File: src/rtl/irq_trig_pkg.sv
package irq_trig_pkg;

    localparam int unsigned IRQ_SRC_DEFAULT = 51;

    typedef enum logic [2:0] {
        TRIG_LVL_LOW   = 3'd0,
        TRIG_LVL_HIGH  = 3'd1,
        TRIG_EDGE_FALL = 3'd2,
        TRIG_EDGE_RISE = 3'd3,
        TRIG_EDGE_BOTH = 3'd4
    } trig_mode_e;

    function automatic trig_mode_e trig_decode(input logic is_level,
                                               input logic any_edge,
                                               input logic pol);
        trig_mode_e m;
        if (is_level)      m = pol ? TRIG_LVL_HIGH : TRIG_LVL_LOW;
        else if (any_edge) m = TRIG_EDGE_BOTH;
        else               m = pol ? TRIG_EDGE_RISE : TRIG_EDGE_FALL;
        return m;
    endfunction

endpackage

File: src/rtl/irq_trig_mode_dec.sv
module irq_trig_mode_dec
    import irq_trig_pkg::*;
#(
    parameter int unsigned N_SRC = IRQ_SRC_DEFAULT
) (
    input  logic [N_SRC-1:0] cfg_level,
    input  logic [N_SRC-1:0] cfg_both,
    input  logic [N_SRC-1:0] cfg_pol,
    output trig_mode_e       mode [N_SRC]
);
    for (genvar i = 0; i < N_SRC; i++) begin : g_dec
        assign mode[i] = trig_decode(cfg_level[i], cfg_both[i], cfg_pol[i]);
    end
endmodule

File: src/rtl/irq_trig_cell.sv
module irq_trig_cell
    import irq_trig_pkg::*;
(
    input  trig_mode_e mode,
    input  logic       lvl_now,
    input  logic       lvl_prev,
    input  logic       pend_q,
    input  logic       clr,
    output logic       pend_d
);
    logic rise, fall, hit, keep;

    always_comb begin
        rise = lvl_now & ~lvl_prev;
        fall = ~lvl_now & lvl_prev;
        keep = pend_q & ~clr;
        unique case (mode)
            TRIG_LVL_HIGH:  begin hit = 1'b0; pend_d = lvl_now;         end
            TRIG_LVL_LOW:   begin hit = 1'b0; pend_d = ~lvl_now;        end
            TRIG_EDGE_RISE: begin hit = rise; pend_d = hit | keep;      end
            TRIG_EDGE_FALL: begin hit = fall; pend_d = hit | keep;      end
            TRIG_EDGE_BOTH: begin hit = rise | fall; pend_d = hit | keep; end
            default:        begin hit = 1'b0; pend_d = 1'b0;            end
        endcase
    end
endmodule

File: src/rtl/irq_trig_unit.sv
module irq_trig_unit
    import irq_trig_pkg::*;
#(
    parameter int unsigned N_SRC = IRQ_SRC_DEFAULT
) (
    input  logic             clk,
    input  logic             rst_n,
    input  logic [N_SRC-1:0] src_lvl,
    input  logic [N_SRC-1:0] cfg_level,
    input  logic [N_SRC-1:0] cfg_both,
    input  logic [N_SRC-1:0] cfg_pol,
    input  logic [N_SRC-1:0] edge_clr,
    output logic [N_SRC-1:0] raw_pend
);
    localparam logic [N_SRC-1:0] ALL_ZERO = '0;

    typedef struct packed {
        logic [N_SRC-1:0] prev;
        logic [N_SRC-1:0] pend;
    } trig_state_t;

    trig_state_t      st_d, st_q;
    trig_mode_e       mode [N_SRC];
    logic [N_SRC-1:0] pend_next;
    logic [N_SRC-1:0] prev_lvl;

    irq_trig_mode_dec #(.N_SRC(N_SRC)) u_dec (
        .cfg_level (cfg_level),
        .cfg_both  (cfg_both),
        .cfg_pol   (cfg_pol),
        .mode      (mode)
    );

    for (genvar i = 0; i < N_SRC; i++) begin : g_cell
        irq_trig_cell u_cell (
            .mode     (mode[i]),
            .lvl_now  (src_lvl[i]),
            .lvl_prev (st_q.prev[i]),
            .pend_q   (st_q.pend[i]),
            .clr      (edge_clr[i]),
            .pend_d   (pend_next[i])
        );
    end

    always_comb begin
        st_d      = st_q;
        st_d.prev = src_lvl;
        st_d.pend = pend_next;
    end

    always_ff @(posedge clk) begin
        if (!rst_n) begin
            st_q.prev <= ALL_ZERO;
            st_q.pend <= ALL_ZERO;
        end else begin
            st_q <= st_d;
        end
    end

    assign raw_pend = st_q.pend;
    assign prev_lvl = st_q.prev;
endmodule

File: config.mk
export PLATFORM = sky130hd
export DESIGN_NAME = irq_trig_unit
export DESIGN_NICKNAME = d
export VERILOG_FILES = /design/src/rtl/irq_trig_pkg.sv /design/src/rtl/irq_trig_mode_dec.sv /design/src/rtl/irq_trig_cell.sv /design/src/rtl/irq_trig_unit.sv
export SDC_FILE = /design/constraint.sdc
export NUM_CORES = 1
export LEC_CHECK = 0
export ABC_CLOCK_PERIOD_IN_PS = 3900
export BUFFER_PORTS_ARGS = -buffer_cell sky130_fd_sc_hd__buf_2
export CAP_MARGIN = 10
export CORE_MARGIN = 2
export CORE_UTILIZATION = 50
export CTS_BUF_LIST = sky130_fd_sc_hd__clkbuf_16
export CTS_CLUSTER_DIAMETER = 200
export DETAILED_ROUTE_END_ITERATION = 16
export HOLD_SLACK_MARGIN = 0.02
export PLACE_DENSITY = 0.89
export SYNTH_ARGS = -nofsm -noshare
export SYNTH_HDL_FRONTEND = slang
export SYNTH_SLANG_ARGS = --single-unit
File: constraint.sdc
create_clock -name clk -period 3.9 [get_ports clk]
set_input_delay 0.585 -clock clk [delete_from_list [all_inputs] [get_ports clk]]
set_output_delay 0.585 -clock clk [all_outputs]
set_load 0.02 [all_outputs]
After elaboration in Yosys (flattened, before gate mapping)
Index checks and enable logic that the tools add are counted.
{"block": "totals", "reg_bits": 102, "inputBits": 257, "out_inout_bits": 51, "word_cells": 1022}
{"block": "classes", "eq_ne": 204, "mux": 255, "bitwise_logic": 510, "reduce_logical": 51}
{"op": "$eq A3 B2 Y1 const B", "n": 102}
{"op": "$mux W3", "n": 102}
{"op": "$pmux W1 S5", "n": 51}
{"op": "$or A1 B1 Y1", "n": 204}
{"op": "$and A1 B1 Y1", "n": 153}
{"op": "$eq A3 B1 Y1 const B", "n": 51}
{"op": "$eq A3 B3 Y1 const B", "n": 51}
{"op": "$logic_not A3 Y1", "n": 51}
{"op": "$not A1 Y1", "n": 153}
{"op": "$mux W1", "n": 102}

Logic depth before layout (Yosys ltp)
Gate-level depths: netlist (run 1).
{"block": "logic_depth", "depth_word": 5, "ltp_mapped": 5, "mapped_depth_nobuf": 5}

Modules after synthesis
Synthesis (run 1) repeated with hierarchy kept, for this count alone.
{"block": "unflattened", "hier_cells": 980, "hier_area_um2": 8470.6}
{"module": "irq_trig_cell", "n_inst": 51, "cells_per_inst": 12, "area_each_um2": 85.1, "seq_area_each_um2": 0.0}
{"module": "irq_trig_unit", "n_inst": 1, "cells_per_inst": 215, "area_each_um2": 2791.4, "seq_area_each_um2": 2042.0}
{"module": "irq_trig_mode_dec", "n_inst": 1, "cells_per_inst": 153, "area_each_um2": 1340.0, "seq_area_each_um2": 0.0}

Least setup slack after synthesis (run 1)
OpenSTA, ideal clock, no wires.
{"block": "synth_path", "path_type": "input -> register", "startpoint": "input src_lvl[13]", "endpoint": "register st_q (netlist bit raw_pend[13])", "setup_time_ps": 124, "arrival_ps": 1467, "path_slack_ps": 2308, "stages": 5, "n_path_buf": 0, "cell_sequence": "inv_1 ha_1 mux2_4 a2111oi_4 o21ai_1"}
{"block": "synth_between", "elab_chain_len": 5}
{"element": "from (decl)", "line_no": "irq_trig_unit.sv:8", "rtl": "input logic [N_SRC-1:0] src_lvl,"}
{"element": "$not A1 Y1", "line_no": "irq_trig_cell.sv:15, irq_trig_cell.sv:19"}
{"element": "$and A1 B1 Y1", "line_no": "irq_trig_cell.sv:15", "rtl": "fall = ~lvl_now & lvl_prev;"}
{"element": "$or A1 B1 Y1 (2 in a row)", "line_no": "irq_trig_cell.sv:22", "rtl": "TRIG_EDGE_BOTH: begin hit = rise | fall; pend_d = hit | keep; end"}
{"element": "$pmux W1 S5 *", "line_no": "irq_trig_cell.sv:17", "rtl": "unique case (mode)"}
{"element": "to (signal assigned)", "line_no": "irq_trig_unit.sv:56", "rtl": "st_q <= st_d;"}
{"element": "to (decl)", "line_no": "irq_trig_unit.sv:22", "rtl": "trig_state_t st_d, st_q;"}
Every way passes the cells marked *; elsewhere a longest branch is shown, timed or not.
A chain may end at the register's enable or synchronous reset.

==> metrics.md, run 1 <==
| Metric | Value |
|---|---|
| Non-Filler Instances | `1187` |
| Pin count of the biggest net entering global routing | `61` |
| Cells after Synth | `~750` |
| Die ar. | `15300 um2` |
| Clock root cell | `clkbuf_16` |
| Multi-input gate area | `4270 um2` |
| Register area share after synthesis | `0.285` |
| First DRT Iteration DRCs | `around 150` |
| Fill cells | `roughly 1100` |
| Placed cell count | `between 1000 and 1500` |
| Hold_ws | `approximately 500 ps` |
| Setup TNS | `0 ps` |
| Register area | `2040 um2` |
| Drt pass-1 iters | `4` |
| Instance count on the critical path | `4` |
| Post-Syn Area per Cell | `between 9 and 10 um2` |
| Worst setup path endpoint | `raw_pend[26]` |
| Clk sinks | `102` |
| Most common cell after layout, fill and taps aside | `buf_2` |
| Number of diodes | `0` |
| Max H-tree Level | `3` |
| Fin area | `around 9000 um2` |
| Internal cell power | `2.00 mW` |
| DRC violations left | `0` |
| CP Launch Type | `primary input` |
| Clock-pin slew on the worst setup and hold paths | `roughly 70 ps` |
| Power per cell area | `between 300 and 400 nW/um2` |
| DP Wirelength | `about 13 mm` |
| TritonCTS clock tree | `yes` |
| FP Rows | `43` |
| Overall power | `approximately 2.8 mW` |
| Final hold vios | `0` |
| Routed Antenna Nets | `0` |
| WP data arrival | `1830 ps` |
| CP Max Fanout | `60` |
| Crit Path Category | `in -> reg` |
| Reg power frac | `0.419` |
| Most frequent cells in the layout | `buf_2, inv_1, ha_1, dfxtp_1, mux2i_1` |
| Sw Share | `0.275` |
| Max frequency | `641 MHz` |
| Slew Viols, Final | `0` |
| Clock Skews | `about 9.9 ps` |
| Global-route wire length before repair | `between 20 and 25 mm` |
| Hold Path Stages | `2` |
| Detailed-route wire length | `between 15 and 20 mm` |
| CP bufs+invs | `2` |
| Num CTS Buffers | `9` |
| CP top delay family | `buffers and inverters` |
| Part of the power in combinational logic | `0.239` |
| Die Y | `approximately 120 um` |
| Worst slew pin tran | `just under 900 ps` |
| NetSw | `~0.76 mW` |
| Clock latency at the later pin of the worst-skew pair | `between 300 and 400 ps` |
| Buffers on Ports | `307` |
| I/O pin total | `approximately 300` |
| Final layout net count | `1362` |
| Min-delay worst type | `in -> reg` |
| Clock Tree Buf Depth | `2` |
| Layout area overhead | `23.0%` |
| Peak VDD IR | `237 uV` |
| Starting Density | `0.513` |
| Netlist cell types | `17` |
| Area after DPL | `8500 um2` |
| Crit-path slowest cell | `buf_2` |
| Setup Fix Bufs, Post-CTS | `0` |
| CP Capture Type | `flop` |
| DR vias | `just under 6000` |
| Synth Warn # | `0` |
| CP required | `around 4200 ps` |
| Final worst path period need | `around 1600 ps` |
| Slew margin rel. | `0.421` |
| CP Cell Sequence | `buf_2, buf_12, nand2_1, o21ai_1` |
| Post-CTS Hold Buffers | `0` |
| Clock share of power | `0.342` |
| Worst r2r src | `prev_lvl[44]` |
| DR vias/cell | `4.92` |
| Worst r2r dst | `raw_pend[44]` |
| Synthesized area | `a little over 7000 um2` |
| GP Congestion | `between 0.8 and 0.9` |
| Endpoints failing setup | `0` |
| Core ar. | `~14000 um2` |
| Period Utilization, post-route | `0.400` |
| Total GRT Usage | `0.201` |
| Resized Gates After CTS | `0` |
| P_leak | `~5 nW` |
| Net Count, Synth | `~1100` |
| Outcome | `finished clean` |
| Setup slack, reg-to-reg | `between 2000 and 3000 ps` |
| R2R cell count | `5` |
| Total gr overflow | `0` |
| Initial antenna violation count | `1` |
| Max cap viols | `0` |
| RSZ-0062 raised after global routing | `no` |
| Register bit count reported by yosys | `about 100` |
| Chip width | `~120 um` |
| Layout cells sized above 1 | `0.333` |
| WL/cell | `13.2 um` |
| Worst path max stage delay | `roughly 640 ps` |
| Number of global-route vias before repair | `between 5000 and 6000` |
| Worst Setup SP | `rst_n` |
-- power by group through the flow --
stage	registers [mW]	clock network [mW]	logic [mW]
6_report	1.16	0.943	0.658
5_1_grt	1.17	1.02	0.732
4_1_cts	1.16	0.967	0.666
3_5_place_dp	1.18	0	0.662
3_3_place_gp	1.18	0	0.637
2_1_floorplan	1.17	0	0.441
-- synthesized netlist by cell type (all sizes together) --
master   number  area share
dfxtp       102        0.29
mux2          7       0.015
o21ai        14      0.0098
ha          102        0.18
nand4         7      0.0061
nor2b        58       0.051
and2         51       0.045
buf          57       0.058
o311a        44       0.062
xor2         44       0.054
nand2        51       0.027
a2111oi       7       0.027
mux2i        88        0.12
clkbuf        6      0.0031
inv         109       0.057
-- sequential cells by signal, indices dropped and copies added (netlist names) --
name and cells:
raw_pend 51, prev_lvl 51
-- layer usage --
| layer | wire [um] | vias up | track usage |
|---|---|---|---|
| met5 | 13 | - | 0 |
| met4 | 347 | 2 | 0.0781 |
| met3 | 1190 | 29 | 0.0495 |
| met2 | 8170 | 198 | 0.388 |
| met1 | 5910 | 2686 | 0.207 |
| li1 | - | 2923 | - |
-- worst min path at each step --
stage                              end  slack (ps)     startpoint
after floorplan            raw_pend[0]         580    raw_pend[0]
after global placement     raw_pend[0]         590    raw_pend[0]
after detailed placement  raw_pend[50]         590   raw_pend[50]
after CTS                 prev_lvl[29]         490    src_lvl[29]
after global routing      raw_pend[45]         490  cfg_level[45]
final                      prev_lvl[5]         500     src_lvl[5]
-- cell families after synthesis --
| kind of cell | share of synthesized area |
|---|---|
| simple gates | 0.128 |
| flops | 0.285 |
| xor+xnor | 0.0539 |
| compound gates | 0.0983 |
| mux | 0.138 |
| fa+ha+maj | 0.178 |
| buf+inv | 0.118 |
-- metrics by stage --
step / util / setup WS, ps
after global routing: 0.632 / 2260
after CTS: 0.632 / 2360
final: 0.632 / 2340
after global placement: 0.610 / 2040
after floorplan: - / 2310
after detailed placement: 0.610 / 1980
-- layout make-up --
type | count | area share
Multi-Input combinational cell | 473 | 0.485
Clock inverter | 6 | 0.00881
Sequential cell | 102 | 0.232
Tap cell | 180 | 0.0256
Clock buffer | 9 | 0.0256
Inverter | 109 | 0.0465
Timing Repair Buffer | 308 | 0.177
-- worst register-to-register path, stage by stage, from the launching register on --
cell and delay (ps):
dfxtp_1 340, inv_1 50, ha_1 170, mux2_4 270
a2111oi_4 330, o21ai_1 110
Power figures use the tool's default switching activity.
==> inputs of run 2 (changes only) <==
--- a/config.mk
+++ b/config.mk
@@ -5,16 +5,16 @@
 export SDC_FILE = /design/constraint.sdc
 export NUM_CORES = 1
 export LEC_CHECK = 0
-export ABC_CLOCK_PERIOD_IN_PS = 3900
+export ABC_CLOCK_PERIOD_IN_PS = 1500
 export BUFFER_PORTS_ARGS = -buffer_cell sky130_fd_sc_hd__buf_2
 export CAP_MARGIN = 10
 export CORE_MARGIN = 2
-export CORE_UTILIZATION = 50
+export CORE_UTILIZATION = 49
 export CTS_BUF_LIST = sky130_fd_sc_hd__clkbuf_16
 export CTS_CLUSTER_DIAMETER = 200
 export DETAILED_ROUTE_END_ITERATION = 16
 export HOLD_SLACK_MARGIN = 0.02
-export PLACE_DENSITY = 0.89
+export PLACE_DENSITY = 0.88
 export SYNTH_ARGS = -nofsm -noshare
 export SYNTH_HDL_FRONTEND = slang
 export SYNTH_SLANG_ARGS = --single-unit
==> constraint.sdc (replaced) <==
create_clock -name clk -period 1.5 [get_ports clk]
set_input_delay 0.225 -clock clk [delete_from_list [all_inputs] [get_ports clk]]
set_output_delay 0.225 -clock clk [all_outputs]
set_load 0.02 [all_outputs]
==> run 2 against run 1 <==
Final cell count rose by 0.42%. Clock-buffer cell count did not move. Sequential cell count did not move. Clock power rose to 2.7 times the previous value. Die area rose by 2.0%. Critical endpoint is now raw_pend[27].
==> metrics.md, run 2 (same netlist as run 1, synthesis figures left out) <==
| Metric | Value |
|---|---|
| Min-delay worst type | `in -> reg` |
| Total GRT Usage | `0.199 (-0.00227)` |
| Resized Gates After CTS | `0 (unchanged)` |
| Clock Tree Buf Depth | `2 (unchanged)` |
| Clock-pin slew on the worst setup and hold paths | `80 ps (about the same)` |
| Chip width | `125 um (+0.98%)` |
| Worst r2r src | `prev_lvl[27]` |
| Detailed-route wire length | `15.7 mm (+0.55%)` |
| Max frequency | `715 MHz` |
| Slew margin rel. | `0.790 (+0.369)` |
| Overall power | `7.24 mW (+160%)` |
| Crit-path slowest cell | `dfxtp_1` |
| Number of global-route vias before repair | `5852 (+0.55%)` |
| Worst slack at placement | `9.77 ps (-1970 ps)` |
| RSZ-0062 raised after global routing | `no` |
| Setup TNS | `0 ps (unchanged)` |
| Total gr overflow | `0 (unchanged)` |
| Post-CTS Hold Buffers | `0 (unchanged)` |
| Clk sinks | `102 (unchanged)` |
| CP bufs+invs | `1 (-1)` |
| Setup Fix Bufs, Post-CTS | `0 (unchanged)` |
| Endpoints failing setup | `0 (unchanged)` |
| Routed Antenna Nets | `0 (unchanged)` |
| CP Launch Type | `flop` |
| Buffers on Ports | `307 (unchanged)` |
| CP Capture Type | `flop` |
| Final layout net count | `1363 (+0.073%)` |
| CP required | `1720 ps (-2450 ps)` |
| Initial antenna violation count | `0 (-1)` |
| WP data arrival | `1620 ps (-210 ps)` |
| Setup slack, reg-to-reg | `100 ps (-2420 ps)` |
| Die Y | `125 um (+0.98%)` |
| DR vias | `5811 (-0.46%)` |
| Hold Path Sink | `prev_lvl[34]` |
| DP Wirelength | `13.0 mm (about the same)` |
| Number of diodes | `0 (unchanged)` |
| Peak VDD IR | `635 uV (+170%)` |
| Layout cells sized above 1 | `0.335 (+0.00265)` |
| Num CTS Buffers | `9 (unchanged)` |
| Outcome | `finished clean` |
| Crit Path Category | `reg -> reg` |
| Clock latency at the later pin of the worst-skew pair | `350 ps (about the same)` |
| I/O pin total | `308 (unchanged)` |
| Core ar. | `14400 um2 (+3.5%)` |
| Final worst path period need | `~1400 ps` |
| Max H-tree Level | `3 (unchanged)` |
| WL/cell | `13.2 um (+0.13%)` |
| Worst path max stage delay | `330 ps (-310 ps)` |
| P_leak | `4.89 nW (about the same)` |
| GP Congestion | `0.830 (+0.86%)` |
| Register area | `2040 um2 (unchanged)` |
| CP top delay family | `compound AO/OA/AOI/OAI gates` |
| Clock Skews | `5.16 ps (-4.70 ps)` |
| Slew Viols, Final | `0 (unchanged)` |
| Hold Path Stages | `2 (unchanged)` |
| Fill cells | `1182 (+5.0%)` |
| CP Max Fanout | `2 (-97%)` |
| PnR worst setup slack | `101 ps (-2240 ps)` |
| Layout area overhead | `23.6%` |
| Hold wc startpoint | `src_lvl[34]` |
| Max cap viols | `0 (unchanged)` |
| Worst Setup SP | `prev_lvl[27]` |
| FP Rows | `44 (+2.3%)` |
| Worst r2r dst | `raw_pend[27]` |
| DR vias/cell | `4.88 (-0.88%)` |
| Pin count of the biggest net entering global routing | `48 (-21%)` |
| Final hold vios | `0 (unchanged)` |
| Period Utilization, post-route | `0.933` |
| TritonCTS clock tree | `yes` |
| Global-route wire length before repair | `25.7 mm (+3.9%)` |
| R2R cell count | `5 (unchanged)` |
| Die ar. | `15600 um2 (+2.0%)` |
| Drt pass-1 iters | `6 (+2)` |
| Clock root cell | `clkbuf_16` |
| Most frequent cells in the layout | `buf_2, inv_1, ha_1, dfxtp_1, mux2i_1` |
| CP Cell Sequence | `inv_1, ha_1, mux2_4, a2111oi_4, o21ai_1` |
| First DRT Iteration DRCs | `147 (-1.3%)` |
| Starting Density | `0.496 (-0.0174)` |
| Worst slew pin tran | `315 ps (-554 ps)` |
| Power per cell area | `819 nW/um2 (+160%)` |
| Multi-input gate area | `4270 um2 (unchanged)` |
| DRC violations left | `0 (unchanged)` |
| Most common cell after layout, fill and taps aside | `buf_2` |
| Fin util | `0.613 (-0.0188)` |
run 2: area by class of cell:
cell class / instances / share of cell area
repair buffers: 309 / 0.179
well taps: 184 / 0.0260
flip-flops and latches: 102 / 0.231
clock inverters: 6 / 0.00991
inverters: 109 / 0.0463
multi-input cells: 473 / 0.483
clock buffers: 9 / 0.0255
run 2: report_power, final:
part | internal (mW) | switching (mW)
Combinational | 0.855 | 0.865
Sequential | 2.91 | 0.0955
Clock | 1.45 | 1.06
run 2: worst register-to-register path, cell delays in order (launching register included):
cell and delay, ps:
dfxtp_1 330, inv_1 50, ha_1 180, mux2_4 270, a2111oi_4 330, o21ai_1 120
run 2: how the worst max path moves through the flow:
stage | endpoint | slack, ps | depth (start not counted)
6_report | raw_pend[27] | 100 | 5
5_1_grt | raw_pend[26] | 10 | 5
4_1_cts | raw_pend[26] | 80 | 5
3_5_place_dp | raw_pend[26] | 10 | 6
3_3_place_gp | raw_pend[26] | 110 | 6
2_1_floorplan | raw_pend[13] | 200 | 5
run 2: routing by layer:
metal / track usage / share of wire / up-vias / routed length, um
met5: 0 / 0 / - / 0
met4: 0.0817 / 0.027 / 0 / 428
met3: 0.0477 / 0.071 / 27 / 1110
met2: 0.377 / 0.51 / 201 / 8020
met1: 0.210 / 0.39 / 2657 / 6160
li1: - / - / 2926 / -
run 2: stage by stage:
step | hold slack, ps | area (um2) | instances
floorplan | 347 | 7150 | 747
global placement | 486 | 8530 | 1177
detailed placement | 493 | 8530 | 1177
CTS | 122 | 8840 | 1192
global route | 134 | 8840 | 1192
finish | 134 | 8840 | 1192
